File: config.mk
export PLATFORM = sky130hd
export DESIGN_NAME = grid_video_timing
export DESIGN_NICKNAME = d
export VERILOG_FILES = /design/src/rtl/grid_pkg.sv /design/src/rtl/grid_pace_div.sv /design/src/rtl/grid_raster_cnt.sv /design/src/rtl/grid_paint.sv /design/src/rtl/grid_sync_gen.sv /design/src/rtl/grid_video_timing.sv
export SDC_FILE = /design/constraint.sdc
export NUM_CORES = 1
export LEC_CHECK = 0
export BUFFER_PORTS_ARGS = -buffer_cell sky130_fd_sc_hd__buf_2
export CORE_MARGIN = 10
export CORE_UTILIZATION = 60
export DETAILED_ROUTE_END_ITERATION = 12
export PLACE_DENSITY = 0.8
export RECOVER_POWER = 100
export SLEW_MARGIN = 20
export SYNTH_ARGS = -nofsm -noshare
export SYNTH_HDL_FRONTEND = slang
export SYNTH_SLANG_ARGS = --single-unit
File: constraint.sdc
create_clock -name clk -period 4.55 [get_ports clk]
set_input_delay 0 -clock clk [delete_from_list [all_inputs] [get_ports clk]]
set_output_delay 0 -clock clk [all_outputs]
set_load 0.005 [all_outputs]
File: src/rtl/grid_pkg.sv
package grid_pkg;

   localparam int unsigned CLR_W = 8;

   typedef logic [CLR_W-1:0] grid_colour_t;

   // true when pos lies in [lo, lo+len-1]
   function automatic logic in_span(input int unsigned pos,
                                    input int unsigned lo,
                                    input int unsigned len);
      return (pos >= lo) && (pos < lo + len);
   endfunction

   function automatic int unsigned bits_for(input int unsigned max_val);
      return (max_val < 2) ? 1 : $clog2(max_val + 1);
   endfunction

endpackage

File: src/rtl/grid_pace_div.sv
module grid_pace_div #(
   parameter int unsigned DIV = 4
) (
   input  logic clk,
   input  logic rst,
   output logic en_o
);

   generate
      if (DIV < 1) begin : g_bad_div
         $error("grid_pace_div: DIV must be at least 1");
      end

      if (DIV == 1) begin : g_every_clock
         logic unused_ok;
         assign unused_ok = clk ^ rst;
         assign en_o      = 1'b1;
      end else begin : g_divided
         localparam int unsigned DW = grid_pkg::bits_for(DIV - 1);
         localparam logic [DW-1:0] LAST = DW'(DIV - 1);

         logic [DW-1:0] phase_q;

         always_ff @(posedge clk) begin
            if (rst) begin
               phase_q <= '0;
            end else if (phase_q == LAST) begin
               phase_q <= '0;
            end else begin
               phase_q <= phase_q + DW'(1);
            end
         end

         assign en_o = (phase_q == LAST);

         // enable never lasts two clocks in a row
         p_single_pulse_r1: assert property (@(posedge clk) disable iff (rst)
            en_o |=> !en_o);

         // after reset release the enable stays low until the phase count is used up
         p_first_wait_r1: assert property (@(posedge clk)
            rst |=> !en_o);
      end
   endgenerate

endmodule

File: src/rtl/grid_raster_cnt.sv
module grid_raster_cnt #(
   parameter int unsigned H_TOTAL = 800,
   parameter int unsigned V_TOTAL = 525,
   parameter int unsigned COL_W   = 10,
   parameter int unsigned ROW_W   = 10
) (
   input  logic             clk,
   input  logic             rst,
   input  logic             en_i,
   output logic [COL_W-1:0] col_o,
   output logic [ROW_W-1:0] row_o
);

   localparam logic [COL_W-1:0] COL_LAST = COL_W'(H_TOTAL);
   localparam logic [ROW_W-1:0] ROW_LAST = ROW_W'(V_TOTAL);
   localparam logic [COL_W-1:0] COL_ONE  = COL_W'(1);
   localparam logic [ROW_W-1:0] ROW_ONE  = ROW_W'(1);

   logic [COL_W-1:0] col_q;
   logic [ROW_W-1:0] row_q;
   logic             line_end;
   logic             frame_end;

   assign line_end  = (col_q == COL_LAST);
   assign frame_end = line_end && (row_q == ROW_LAST);

   always_ff @(posedge clk) begin
      if (rst) begin
         col_q <= COL_ONE;
         row_q <= ROW_ONE;
      end else if (en_i) begin
         if (line_end) begin
            col_q <= COL_ONE;
            if (frame_end) begin
               row_q <= ROW_ONE;
            end else begin
               row_q <= row_q + ROW_ONE;
            end
         end else begin
            col_q <= col_q + COL_ONE;
         end
      end
   end

   assign col_o = col_q;
   assign row_o = row_q;

   // position frozen between enables
   p_hold_r1: assert property (@(posedge clk) disable iff (rst)
      !en_i |=> ($stable(col_q) && $stable(row_q)));

   p_col_span_r2: assert property (@(posedge clk) disable iff (rst)
      (col_q >= COL_ONE) && (col_q <= COL_LAST));

   p_col_step_r2: assert property (@(posedge clk) disable iff (rst)
      (en_i && (col_q != COL_LAST)) |=>
         ((col_q == $past(col_q) + COL_ONE) && $stable(row_q)));

   p_line_step_r2: assert property (@(posedge clk) disable iff (rst)
      (en_i && (col_q == COL_LAST) && (row_q != ROW_LAST)) |=>
         ((col_q == COL_ONE) && (row_q == $past(row_q) + ROW_ONE)));

   p_row_span_r3: assert property (@(posedge clk) disable iff (rst)
      (row_q >= ROW_ONE) && (row_q <= ROW_LAST));

   p_frame_wrap_r3: assert property (@(posedge clk) disable iff (rst)
      (en_i && (col_q == COL_LAST) && (row_q == ROW_LAST)) |=>
         ((col_q == COL_ONE) && (row_q == ROW_ONE)));

endmodule

File: src/rtl/grid_paint.sv
module grid_paint
   import grid_pkg::*;
#(
   parameter int unsigned  H_VIS    = 640,
   parameter int unsigned  V_VIS    = 480,
   parameter int unsigned  COL_W    = 10,
   parameter int unsigned  ROW_W    = 10,
   parameter int unsigned  BAND_ROW = 2,
   parameter grid_colour_t C_LEFT   = 8'h38,
   parameter grid_colour_t C_BAND   = 8'hE5,
   parameter grid_colour_t C_RIGHT  = 8'h07,
   parameter grid_colour_t C_FILL   = 8'hCD
) (
   input  logic [COL_W-1:0] col_i,
   input  logic [ROW_W-1:0] row_i,
   output grid_colour_t     colour_o
);

   localparam logic [COL_W-1:0] LEFT_COL  = COL_W'(1);
   localparam logic [COL_W-1:0] RIGHT_COL = COL_W'(H_VIS);
   localparam logic [ROW_W-1:0] BAND_AT   = ROW_W'(BAND_ROW);
   localparam logic [COL_W-1:0] COL_VMAX  = COL_W'(H_VIS);
   localparam logic [ROW_W-1:0] ROW_VMAX  = ROW_W'(V_VIS);

   logic on_screen;
   logic hit_left;
   logic hit_band;
   logic hit_right;

   assign on_screen = (col_i != '0) && (col_i <= COL_VMAX) &&
                      (row_i != '0) && (row_i <= ROW_VMAX);
   assign hit_left  = (col_i == LEFT_COL);
   assign hit_band  = (row_i == BAND_AT);
   assign hit_right = (col_i == RIGHT_COL);

   // precedence: left edge, then band line, then right edge, then fill
   always_comb begin
      if (!on_screen) begin
         colour_o = '0;
      end else if (hit_left) begin
         colour_o = C_LEFT;
      end else if (hit_band) begin
         colour_o = C_BAND;
      end else if (hit_right) begin
         colour_o = C_RIGHT;
      end else begin
         colour_o = C_FILL;
      end
   end

endmodule

File: src/rtl/grid_sync_gen.sv
module grid_sync_gen
   import grid_pkg::*;
#(
   parameter int unsigned HS_START = 656,
   parameter int unsigned HS_LEN   = 96,
   parameter int unsigned VS_START = 491,
   parameter int unsigned VS_LEN   = 2,
   parameter int unsigned COL_W    = 10,
   parameter int unsigned ROW_W    = 10
) (
   input  logic [COL_W-1:0] col_i,
   input  logic [ROW_W-1:0] row_i,
   output logic             hs_active_o,
   output logic             vs_active_o
);

   generate
      if (HS_LEN == 0) begin : g_no_hs
         assign hs_active_o = 1'b0;
      end else begin : g_hs
         assign hs_active_o = in_span(int'(col_i), HS_START, HS_LEN);
      end

      if (VS_LEN == 0) begin : g_no_vs
         assign vs_active_o = 1'b0;
      end else begin : g_vs
         assign vs_active_o = in_span(int'(row_i), VS_START, VS_LEN);
      end
   endgenerate

endmodule

File: src/rtl/grid_video_timing.sv
module grid_video_timing
   import grid_pkg::*;
#(
   parameter int unsigned  DIV      = 4,
   parameter int unsigned  H_TOTAL  = 800,
   parameter int unsigned  H_VIS    = 640,
   parameter int unsigned  HS_START = 656,
   parameter int unsigned  HS_LEN   = 96,
   parameter int unsigned  V_TOTAL  = 525,
   parameter int unsigned  V_VIS    = 480,
   parameter int unsigned  VS_START = 491,
   parameter int unsigned  VS_LEN   = 2,
   parameter grid_colour_t C_LEFT   = 8'h38,
   parameter grid_colour_t C_BAND   = 8'hE5,
   parameter grid_colour_t C_RIGHT  = 8'h07,
   parameter grid_colour_t C_FILL   = 8'hCD
) (
   input  logic       clk,
   input  logic       rst,
   output logic [7:0] pix_colour,
   output logic       hsync_n,
   output logic       vsync_n
);

   localparam int unsigned COL_W = bits_for(H_TOTAL);
   localparam int unsigned ROW_W = bits_for(V_TOTAL);

   // elaboration-time sanity of the raster geometry
   generate
      if (H_VIS < 2 || H_VIS >= H_TOTAL) begin : g_bad_hvis
         $error("grid_video_timing: H_VIS must lie in [2, H_TOTAL-1]");
      end
      if (V_VIS < 2 || V_VIS >= V_TOTAL) begin : g_bad_vvis
         $error("grid_video_timing: V_VIS must lie in [2, V_TOTAL-1]");
      end
      if (HS_START <= H_VIS || HS_START + HS_LEN - 1 > H_TOTAL) begin : g_bad_hs
         $error("grid_video_timing: horizontal pulse must sit in the blank columns");
      end
      if (VS_START <= V_VIS || VS_START + VS_LEN - 1 > V_TOTAL) begin : g_bad_vs
         $error("grid_video_timing: vertical pulse must sit in the blank lines");
      end
      if (CLR_W != 8) begin : g_bad_clr
         $error("grid_video_timing: colour width must be 8");
      end
   endgenerate

   logic             pix_en;
   logic [COL_W-1:0] col;
   logic [ROW_W-1:0] row;
   grid_colour_t     colour_c;
   logic             hs_act;
   logic             vs_act;

   grid_pace_div #(
      .DIV (DIV)
   ) u_pace (
      .clk  (clk),
      .rst  (rst),
      .en_o (pix_en)
   );

   grid_raster_cnt #(
      .H_TOTAL (H_TOTAL),
      .V_TOTAL (V_TOTAL),
      .COL_W   (COL_W),
      .ROW_W   (ROW_W)
   ) u_raster (
      .clk   (clk),
      .rst   (rst),
      .en_i  (pix_en),
      .col_o (col),
      .row_o (row)
   );

   grid_paint #(
      .H_VIS   (H_VIS),
      .V_VIS   (V_VIS),
      .COL_W   (COL_W),
      .ROW_W   (ROW_W),
      .C_LEFT  (C_LEFT),
      .C_BAND  (C_BAND),
      .C_RIGHT (C_RIGHT),
      .C_FILL  (C_FILL)
   ) u_paint (
      .col_i    (col),
      .row_i    (row),
      .colour_o (colour_c)
   );

   grid_sync_gen #(
      .HS_START (HS_START),
      .HS_LEN   (HS_LEN),
      .VS_START (VS_START),
      .VS_LEN   (VS_LEN),
      .COL_W    (COL_W),
      .ROW_W    (ROW_W)
   ) u_sync (
      .col_i       (col),
      .row_i       (row),
      .hs_active_o (hs_act),
      .vs_active_o (vs_act)
   );

   // one output stage keeps colour and both syncs on the same pixel
   grid_colour_t colour_q;
   logic         hs_n_q;
   logic         vs_n_q;

   always_ff @(posedge clk) begin
      if (rst) begin
         colour_q <= '0;
         hs_n_q   <= 1'b1;
         vs_n_q   <= 1'b1;
      end else begin
         colour_q <= colour_c;
         hs_n_q   <= ~hs_act;
         vs_n_q   <= ~vs_act;
      end
   end

   assign pix_colour = colour_q;
   assign hsync_n    = hs_n_q;
   assign vsync_n    = vs_n_q;

   // syncs only during blanking
   p_hs_blank_r7: assert property (@(posedge clk) disable iff (rst)
      !hsync_n |-> (pix_colour == '0));

   p_vs_blank_r7: assert property (@(posedge clk) disable iff (rst)
      !vsync_n |-> (pix_colour == '0));

   // registered sync reflects the previous clock's column and line
   p_hs_span_r4: assert property (@(posedge clk) disable iff (rst)
      !hsync_n |-> (($past(col) >= COL_W'(HS_START)) &&
                    ($past(col) <= COL_W'(HS_START + HS_LEN - 1))));

   p_vs_span_r5: assert property (@(posedge clk) disable iff (rst)
      !vsync_n |-> (($past(row) >= ROW_W'(VS_START)) &&
                    ($past(row) <= ROW_W'(VS_START + VS_LEN - 1))));

   p_reset_state_r8: assert property (@(posedge clk)
      rst |=> ((pix_colour == '0) && hsync_n && vsync_n));

endmodule

# After elaboration in Yosys (flattened, before gate mapping)
# Cells that the tools add are included.
[word_totals] reg_bits=32 input_bits=2 out_inout_bits=10 wordCells=44
[classes] addsub=3 n_lt_le_gt_ge=6 n_eq_ne=6 muxes=5 bitwise_logic=3 n_reduce_logical=13
[ops] op="10-bit == test, second input constant" count=3
[ops] op="10-bit by 1-bit adder with 10-bit output, second input constant" count=2
[ops] op="10-bit 2-to-1 mux" count=2
[ops] op="10-bit nonzero test" count=2
[ops] op="8-bit 2-to-1 mux" count=2
[ops] op="10-bit by 1-bit == test with 1-bit output, second input constant" count=1
[ops] op="10-bit by 2-bit == test with 1-bit output, second input constant" count=1
[ops] op="10-bit greater-or-equal comparator, second input constant" count=1
[ops] op="10-bit by 9-bit greater-or-equal comparator with 1-bit output, second input constant" count=1
[ops] op="10-bit less-or-equal comparator, second input constant" count=1
[ops] op="10-bit by 9-bit less-or-equal comparator with 1-bit output, second input constant" count=1
[ops] op="10-bit less-than comparator, second input constant" count=1
[ops] op="10-bit by 9-bit less-than comparator with 1-bit output, second input constant" count=1
[ops] op="1-bit logical AND" count=6
[ops] op="6-bit 2-to-1 mux" count=1
[ops] op="2-bit OR reduction" count=2
[ops] op="4-bit OR reduction" count=1
[ops] op="1-bit NOT" count=3
[ops] op="3-bit OR reduction" count=1
[ops] op="2-bit by 1-bit adder with 2-bit output, second input constant" count=1
[ops] op="2-bit == test, second input constant" count=1
[ops] op="2-bit AND reduction" count=1

# Depth between registers and ports, before layout
# Gate-level depths: netlist of run 1.
[logic_depth] depth_word=6 ltp_mapped=8

# Cells and area by module
# From an unflattened synthesis of run 1, not the netlist that was laid out.
[hier_totals] cells_unflattened=176 area_unflattened_um2=1609.0
[by_module_without_submodules] mod="grid_raster_cnt" n_inst=1 cells_per_inst=112 area_per_inst_um2=996.0 seq_area_each_um2=400.4
[by_module_without_submodules] mod="grid_video_timing" n_inst=1 cells_per_inst=20 area_per_inst_um2=262.8 seq_area_each_um2=200.2
[by_module_without_submodules] mod="grid_paint" n_inst=1 cells_per_inst=30 area_per_inst_um2=210.2 seq_area_each_um2=0.0
[by_module_without_submodules] mod="grid_pace_div" n_inst=1 cells_per_inst=5 area_per_inst_um2=75.1 seq_area_each_um2=40.0
[by_module_without_submodules] mod="grid_sync_gen" n_inst=1 cells_per_inst=9 area_per_inst_um2=65.1 seq_area_each_um2=0.0

# Least setup slack after synthesis of run 1
# OpenSTA, ideal clock, no wires.
[synth_path] kind="register to register" from="register u_raster.col_q[0], in the netlist u_raster.col_o[0]" to="register u_raster.row_q[4], in the netlist u_raster.row_o[4]" setup_time_ns=0.070 t_arrival_ns=2.190 required_time_ns=4.480 path_slack_ns=2.289 stages_incl_launch_ff=8 path_buffers=1 cell_sequence="dfxtp_1 inv_1 ha_1 or4b_4 or4_1 buf_2 or4_1 a21oi_1"
[synth_between] elab_chain_len=3 elab_cells_between_ends=4 classes_between="eq/ne: 1; mux: 1; reduce/logical: 2"
[synth_lines] element="from (decl)" line="grid_raster_cnt.sv:19" text="logic [COL_W-1:0] col_q;"
[synth_lines] element="from (signal assigned)" line="grid_raster_cnt.sv:40" text="col_q <= col_q + COL_ONE;"
[synth_lines] element="10-bit == test (*)" line="grid_raster_cnt.sv:24" text="assign line_end = (col_q == COL_LAST);"
[synth_lines] element="1-bit logical AND" line="grid_raster_cnt.sv:25" text="assign frame_end = line_end && (row_q == ROW_LAST);"
[synth_lines] element="10-bit 2-to-1 mux" line="grid_raster_cnt.sv:34" text="if (frame_end) begin"
[synth_lines] element="to (signal assigned)" line="grid_raster_cnt.sv:37" text="row_q <= row_q + ROW_ONE;"
[synth_lines] element="to (decl)" line="grid_raster_cnt.sv:20" text="logic [ROW_W-1:0] row_q;"
# Every way passes the cells marked *; elsewhere a longest branch is shown, timed or not.
# A chain may end at the register's enable or synchronous reset.

# Worst setup path after layout of run 1
[layout_path] from="register u_raster.col_q[0], in the netlist u_raster.col_o[0]" to="register u_raster.row_q[6], in the netlist u_raster.row_o[6]"
# Same word-level chain as after synthesis.

==> run summary, run 1 <==
DR WL/cell - 14.96 microns
EDFF count, synth - 0
CTS H-tree lvls - 2
Sw Pwr - 0.1242 mW
worst-path maximum fanout - 17
Worst VDD drop - 0.2586 mV
Hold WC Path Type - input port to flop
placed cell areas - 0.001583 sq mm
fraction of power consumed by sequential logic - 0.531
synthesis-to-layout area growth - 6.240%
sink of the worst hold path - u_raster.row_o[4]$_SDFFE_PP0P_
Worst EP required - 4.75 ns
Worst Hold Launch - rst
mapped cell area - 0.001544 sq mm
Slew headroom - 0.4529
setup TNS - 0 ns
fraction of registers with async set or reset after synthesis - 0
syn avg cell area - 8.925 sq um
reg-to-reg endpoint - u_raster.row_o[6]$_SDFFE_PP0P_
Worst path slowest cell - or4_1
TritonCTS clock tree - yes
Critical Path Source Type - flop
vias per inst - 6.163
Final Core Density - 0.6621
Port-buffer cells - 11
post-cts sizing count - 0
first-pass GRT wire length - 5306 microns
Comb power frac - 0.076
# IOs - 12
Clk pwr share - 0.394
share of layout cells above drive strength 1 - 0.08939
Critical Path Stages - 6
Slew @ Worst Pin - 0.8100 ns
fin crit share - 0.5838
fill cell count - 227
DP HPWL - 2147 microns
Hold Path Cell Cnt - 2
routability congestion estimate - 0.7756
top cell type's share of synthesized area - 0.3890
Clock Skews - 0.01144 ns
cell count after synthesis - 173
starting utilization of the core area - 0.6232
total routed wirelength - 3126 microns
clock latency at the later pin of the worst-skew pair - 0.33 ns
nets@finish - 189
unrepaired setup endpoints after global routing - no
total track usage - 0.1236
Clock transition at path regs - 0.09 ns
Synth area leaders - dfxtp_1, ha_1, nor2_1
CP Cell Sequence - inv_1, ha_1, or4b_1, or4_1, nand2b_1, o41ai_1
Routed Antenna Nets - 0
clock tree buffer depth - 2
max-cap violation count - 0
CP Capture Type - flop
PwrDens - 322.3 mW/mm^2
Antenna diodes - 0
synthesis-stage register bit count - 30
CTS hold repair buffers - 0
fin. max-slew vios - 0
CTS Buf Count - 5
Crit path largest cell delay - 0.76 ns
# DRC - 0
largest net degree at the start of global routing - 19
switching share of power - 0.2349
cell internal pwr - 0.4045 mW
depth of the worst register-to-register path - 6
via count - 1,288
clock root buffer - clkbuf_4
Worst R2R Setup Slack - 1.89 ns
Worst EP arrival - 2.86 ns
GR Overflow Total - 0
commonest cells after routing, fill and taps aside - dfxtp_1, nor2_1, clkbuf_1
Period minus WS final - 2.656 ns
post-layout instance area - 0.001640 sq mm
DR iter-0 viols - 125
sequential area share after synthesis - 0.3890
vias in the first global route - 1,178
Netlist cell types - 44
RR Startpoint - u_raster.col_o[0]$_SDFFE_PP1P_
Final Hold Vio Count - 0
P_leak - 0.6182 nW
core area - 0.002477 sq mm
setup bufs post-CTS - 0
width of the die - 70.73 microns
commonest non-fill, non-tap cell in the layout - dfxtp_1
Core Rows - 18
Sink Count - 30
delay-heaviest family, CP - simple AND/OR/NAND/NOR gates
final setup fails - 0
number of iterations in the first detailed-routing pass - 4
Max Fclk - 0.3764 GHz
die height - 70.73 microns
Syn Nets - 184
leading area contributor after synthesis - dfxtp_1
outcome - completed
yosys warns - 0
Die Area - 0.005002 sq mm
WS Path Type - flop to flop
CP Buf/Inv Count - 1
Pwr Total - 0.5287 mW
ys flop type - dfxtp_1
initial antenna violation count - 0
[routing by layer]
layer / vias to the layer above / wire length [microns] / global-route usage
li1: 653 / - / -
met1: 592 / 1539 / 0.1574
met2: 37 / 1280 / 0.1741
met3: 6 / 259 / 0.05439
met4: 0 / 46 / 0.05591
met5: - / 0 / 0
[cell type report]
cell class                 count  area [sq um]  area share
clock buffer                   5         37.54     0.02288
clock inverter                 3         40.04     0.02441
inverter                       6         22.52     0.01373
multi-input combinational    123         855.8      0.5217
sequential                    30         600.6      0.3661
tap                           30         37.54     0.02288
timing repair buffer          12         46.29     0.02822
[state kept, by name, indices dropped and copies added, names as in the netlist]
| name | cells |
|---|---|
| hsync_n | 1 |
| pix_colour | 6 |
| u_pace.g_divided.phase_q | 2 |
| u_raster.col_o | 10 |
| u_raster.row_o | 10 |
| vsync_n | 1 |
[worst reg2reg max path, delay by kind of cell, from the launching register on]
| kind | cells | cell delay [ns] |
|---|---|---|
| AND/OR/NAND/NOR | 3 | 1.56 |
| buffers and inverters | 1 | 0.07 |
| flip-flops | 1 | 0.36 |
| AO/OA/AOI/OAI | 1 | 0.38 |
| adder cells (fa/ha/maj) | 1 | 0.15 |
[through the flow]
| stage | instances | hold WS, ns | setup WS (ns) |
|---|---|---|---|
| floorplan | 173 | 0.2842 | 2.289 |
| global placement | 201 | 0.3846 | 2.058 |
| detailed placement | 201 | 0.3844 | 1.995 |
| CTS | 209 | 0.04369 | 1.926 |
| global route | 209 | 0.07036 | 1.675 |
| finish | 209 | 0.06748 | 1.894 |
[cell usage after synthesis (2+ instances only)]
library cell,n
nand3_1,9
a21o_1,2
nand2_1,7
nor3_1,6
o31ai_1,2
nor4b_1,5
buf_4,2
clkbuf_1,9
or4b_2,2
and4_1,2
mux2_2,3
xor2_1,5
o311ai_0,2
and3_1,4
a21oi_1,5
nand4b_1,2
ha_1,9
o41ai_1,3
nand4_1,6
nor2_1,14
buf_1,2
o21ai_0,3
or3_1,5
inv_1,5
or4_1,4
nor4_1,3
xnor2_1,3
o211ai_1,4
dfxtp_1,30
[kinds of logic after synthesis]
kind of cell | synth area share
muxes | 0.02188
AOI/OAI and AO/OA | 0.1248
buffers and inverters | 0.05429
xor gates and xnor gates | 0.04538
and+or+nand+nor | 0.2918
DFF | 0.3890
adders and majority gates | 0.07293
[worst max path at each step]
| stage | from | end | slack [ns] |
|---|---|---|---|
| floorplan | u_raster.col_o[0]$_SDFFE_PP1P_ | u_raster.row_o[4]$_SDFFE_PP0P_ | 2.29 |
| CTS | u_raster.col_o[0]$_SDFFE_PP1P_ | u_raster.row_o[6]$_SDFFE_PP0P_ | 1.93 |
| global route | u_raster.col_o[0]$_SDFFE_PP1P_ | u_raster.row_o[6]$_SDFFE_PP0P_ | 1.68 |
| finish | u_raster.col_o[0]$_SDFFE_PP1P_ | u_raster.row_o[6]$_SDFFE_PP0P_ | 1.89 |
| detailed placement | u_raster.col_o[0]$_SDFFE_PP1P_ | u_raster.row_o[4]$_SDFFE_PP0P_ | 1.99 |
| global placement | u_raster.col_o[0]$_SDFFE_PP1P_ | u_raster.row_o[4]$_SDFFE_PP0P_ | 2.06 |
[power by group through the flow]
stage	sequential (mW)	clock, mW	combinational [mW]
2_1_floorplan	0.286	0	0.0287
3_3_place_gp	0.286	0	0.0414
3_5_place_dp	0.287	0	0.0426
4_1_cts	0.281	0.214	0.0428
5_1_grt	0.282	0.225	0.0451
6_report	0.281	0.208	0.0400
(Power assumes the default switching activity.)
==> run 2: changes to the inputs <==
--- a/config.mk
+++ b/config.mk
@@ -5,11 +5,12 @@
 export SDC_FILE = /design/constraint.sdc
 export NUM_CORES = 1
 export LEC_CHECK = 0
+export ABC_AREA = 1
 export BUFFER_PORTS_ARGS = -buffer_cell sky130_fd_sc_hd__buf_2
 export CORE_MARGIN = 10
-export CORE_UTILIZATION = 60
+export CORE_UTILIZATION = 59
 export DETAILED_ROUTE_END_ITERATION = 12
-export PLACE_DENSITY = 0.8
+export PLACE_DENSITY = 0.78
 export RECOVER_POWER = 100
 export SLEW_MARGIN = 20
 export SYNTH_ARGS = -nofsm -noshare
==> constraint.sdc (replaced) <==
create_clock -name clk -period 2.76 [get_ports clk]
set_input_delay 0 -clock clk [delete_from_list [all_inputs] [get_ports clk]]
set_output_delay 0 -clock clk [all_outputs]
set_load 0.005 [all_outputs]
==> run 2 against run 1 <==
Clock power increased by 72%. Power increased by 65%. Clock-buffer cell count increased by 1. Combinational power increased by 54%. Utilization decreased by 0.27 points. Register-to-register slack got worse by 1.2 ns. Die area increased by 11%. Synthesized cell count increased by 44%. Clock skew decreased by 0.0061 ns.
==> run summary, run 2 <==
starting utilization of the core area - 0.6275 (+0.004298)
leading area contributor after synthesis - dfxtp_1
DR iter-0 viols - 84 (-33%)
syn avg cell area - 7.010 sq um (-21%)
sequential cell area - 600.6 sq um (unchanged)
CP Capture Type - flop
Compound-Gate Fraction of Synth Area - 0.05305 (-0.07175)
EDFF count, synth - 0 (unchanged)
Worst EP arrival - 2.27 ns (-0.59 ns)
Final Core Density - 0.6595 (-0.002652)
DR WL/cell - 11.71 microns (-22%)
synthesis-to-layout area growth - 5.090%
number of iterations in the first detailed-routing pass - 4 (unchanged)
clock tree buffer depth - 2 (unchanged)
met1 WL - 1600 microns (+4.0%)
clock root buffer - clkbuf_4
cell mode on critical path - nand2_1
met3 routed WL - 203 microns (-22%)
met2 wire len - 1593 microns (+24%)
largest family of logic cells by synthesized area - simple AND/OR/NAND/NOR gates
ys flop type - dfxtp_1
Max Fclk - 0.4854 GHz (+29%)
Multi-input gate area - 912.1 sq um (+6.6%)
RR Startpoint - u_raster.col_o[1]$_SDFFE_PP0P_
Crit path largest cell delay - 0.34 ns (-0.42 ns)
Sink Count - 30 (unchanged)
PwrDens - 475.0 mW/mm^2 (+47%)
unrepaired setup endpoints after global routing - no
fin. max-slew vios - 0 (unchanged)
Worst path slowest cell - dfxtp_1
Slew @ Worst Pin - 0.4388 ns (-0.3712 ns)
routability congestion estimate - 0.8660 (+12%)
Clock Skews - 0.005384 ns (-0.006052 ns)
CTS Buf Count - 5 (unchanged)
pre-CTS WS - 1.118 ns (-0.8765 ns)
first-pass GRT wire length - 6458 microns (+22%)
worst-path maximum fanout - 7 (-10)
fraction of registers with async set or reset after synthesis - 0 (unchanged)
largest net degree at the start of global routing - 14 (-5)
final setup fails - 0 (unchanged)
mux cell area share after synthesis - 0 (-0.02188)
WS Path Type - flop to flop
synthesis-stage register bit count - 30 (unchanged)
CP startpoint - u_raster.col_o[1]$_SDFFE_PP0P_
DP HPWL - 2646 microns (+23%)
commonest non-fill, non-tap cell in the layout - nand2_1
die height - 74.39 microns (+5.2%)
Routed Antenna Nets - 0 (unchanged)
mapped cell area - 0.001745 sq mm (+13%)
total track usage - 0.1439 (+0.02031)
worst setup margin - 0.7000 ns (-1.194 ns)
width of the die - 74.39 microns (+5.2%)
most frequent cell after synthesis - nand2_1
P_leak - 0.8725 nW (+41%)
placed cell count - 287 (+43%)
Netlist cell types - 35 (-20%)
outcome - completed
nets@finish - 275 (+46%)
max-cap violation count - 0 (unchanged)
total routed wirelength - 3455 microns (+11%)
Die Area - 0.005534 sq mm (+11%)
# IOs - 12 (unchanged)
Syn Nets - 260 (+41%)
Synth Area in XOR/XNOR - 0.01505 (-0.03033)
CTS H-tree lvls - 2 (unchanged)
# DRC - 0 (unchanged)
vias per inst - 5.081 (-18%)
Synth area leaders - dfxtp_1, nand2_1, nor2_1
clock latency at the later pin of the worst-skew pair - 0.32 ns (about the same)
Worst Hold Launch - u_pace.g_divided.phase_q[0]$_SDFF_PP0_
Hold WC Path Type - flop to flop
adder-cell share of the synthesized area - 0.06452 (-0.008417)
setup TNS - 0 ns (unchanged)
CP Cell Sequence - inv_1, ha_1, nand2_1, nor2_4, nand3_1, nand2_1, clkinvlp_2, o21ai_0, nor2_1
Core Rows - 19 (+1)
initial antenna violation count - 0 (unchanged)
Final Hold Vio Count - 0 (unchanged)
commonest cells in the netlist - nand2_1, nor2_1, inv_1
post-synthesis simple-gate area fraction - 0.4237 (+0.1319)
fin crit share - 0.7464 (+0.1626)
cell count after synthesis - 249 (+44%)
yosys warns - 0 (unchanged)
Clock transition at path regs - 0.09 ns (about the same)
fill cell count - 262 (+15%)
Max Used Layer - met4
CP Buf/Inv Count - 2 (+1)
top cell type's share of synthesized area - 0.3441 (-0.04489)
via count - 1,499 (+16%)
final cell count without fillers - 295 (+41%)
Period minus WS final - 2.060 ns (-0.5964 ns)
TritonCTS clock tree - yes
share of layout cells above drive strength 1 - 0.09091 (+0.001524)
Worst EP required - 2.97 ns (-1.78 ns)
vias in the first global route - 1,499 (+27%)
core area - 0.002781 sq mm (+12%)
placed cell areas - 0.001814 sq mm (+15%)
post-layout instance area - 0.001834 sq mm (+12%)
commonest cells after routing, fill and taps aside - nand2_1, nor2_1, inv_1
Antenna diodes - 0 (unchanged)
sequential area share after synthesis - 0.3441 (-0.04489)
post-cts sizing count - 0 (unchanged)
Slew headroom - 0.7052 (+0.2523)
Critical Path Source Type - flop
Port-buffer cells - 11 (unchanged)
delay-heaviest family, CP - simple AND/OR/NAND/NOR gates
GR Overflow Total - 0 (unchanged)
Worst VDD drop - 0.4509 mV (+74%)
==> run 2: cell count changes after synthesis, moves of 4 or more <==
cell	before	now
clkbuf_1	9	0
inv_1	5	35
nand2_1	7	54
nand3_1	9	20
nor2_1	14	40
nor2_2	0	6
nor2_4	0	4
nor4b_1	5	0
or3_1	5	0
or4_1	4	0
==> run 2: final timing paths <==
kind	end	slack, ns	depth (start not counted)
max	u_raster.col_o[9]$_SDFFE_PP0P_	0.70	9
min	u_pace.g_divided.phase_q[0]$_SDFF_PP0_	0.42	1
max reg2reg	u_raster.col_o[9]$_SDFFE_PP0P_	0.70	9
min reg2reg	u_pace.g_divided.phase_q[0]$_SDFF_PP0_	0.42	1
==> run 2: area by class of cell <==
| class | instances | share of cell area |
|---|---|---|
| flip-flops and latches | 30 | 0.3274 |
| repair buffers | 12 | 0.02933 |
| well taps | 31 | 0.02115 |
| multi-input cells | 176 | 0.4973 |
| clock buffers | 6 | 0.02797 |
| inverters | 39 | 0.08049 |
| clock inverters | 1 | 0.01637 |
==> run 2: logic make-up after synthesis <==
kind of cell             Yosys count
AO/OA/AOI/OAI                     16
XOR/XNOR                           3
adder cells (fa/ha/maj)            9
buffers and inverters             43
flip-flops                        30
AND/OR/NAND/NOR                  148
==> run 2: routing by layer <==
layer | vias up | track usage
met2 | 39 | 0.2347
li1 | 821 | -
met5 | - | 0
met1 | 633 | 0.1745
met4 | 0 | 0.06301
met3 | 6 | 0.03590
==> run 2: worst reg2reg max path, delay by kind of cell, from the launching register on <==
| family | cells | cell delay [ns] |
|---|---|---|
| buffers and inverters | 2 | 0.36 |
| adder cells (fa/ha/maj) | 1 | 0.16 |
| AO/OA/AOI/OAI | 1 | 0.15 |
| flip-flops | 1 | 0.34 |
| AND/OR/NAND/NOR | 5 | 0.94 |
==> run 2: per-stage QoR <==
| step | power [mW] | hold WS [ns] |
|---|---|---|
| final | 0.8714 | 0.4239 |
| after global routing | 0.9076 | 0.4479 |
| after CTS | 0.8880 | 0.4246 |
| after detailed placement | 0.5316 | 0.3354 |
| after global placement | 0.5306 | 0.3298 |
| after floorplan | 0.5138 | 0.2452 |
==> run 2: what timing repair did <==
item / CTS / global route
hold buffers: 1 / 0
buffers inserted: 0 / 0
hold endpoints to repair: 5 / 0
==> run 2: power by group <==
group | total, mW | internal (mW) | switching [mW]
clock | 0.357 | 0.211 | 0.147
combinational | 0.0618 | 0.0221 | 0.0396
sequential | 0.452 | 0.446 | 0.00606
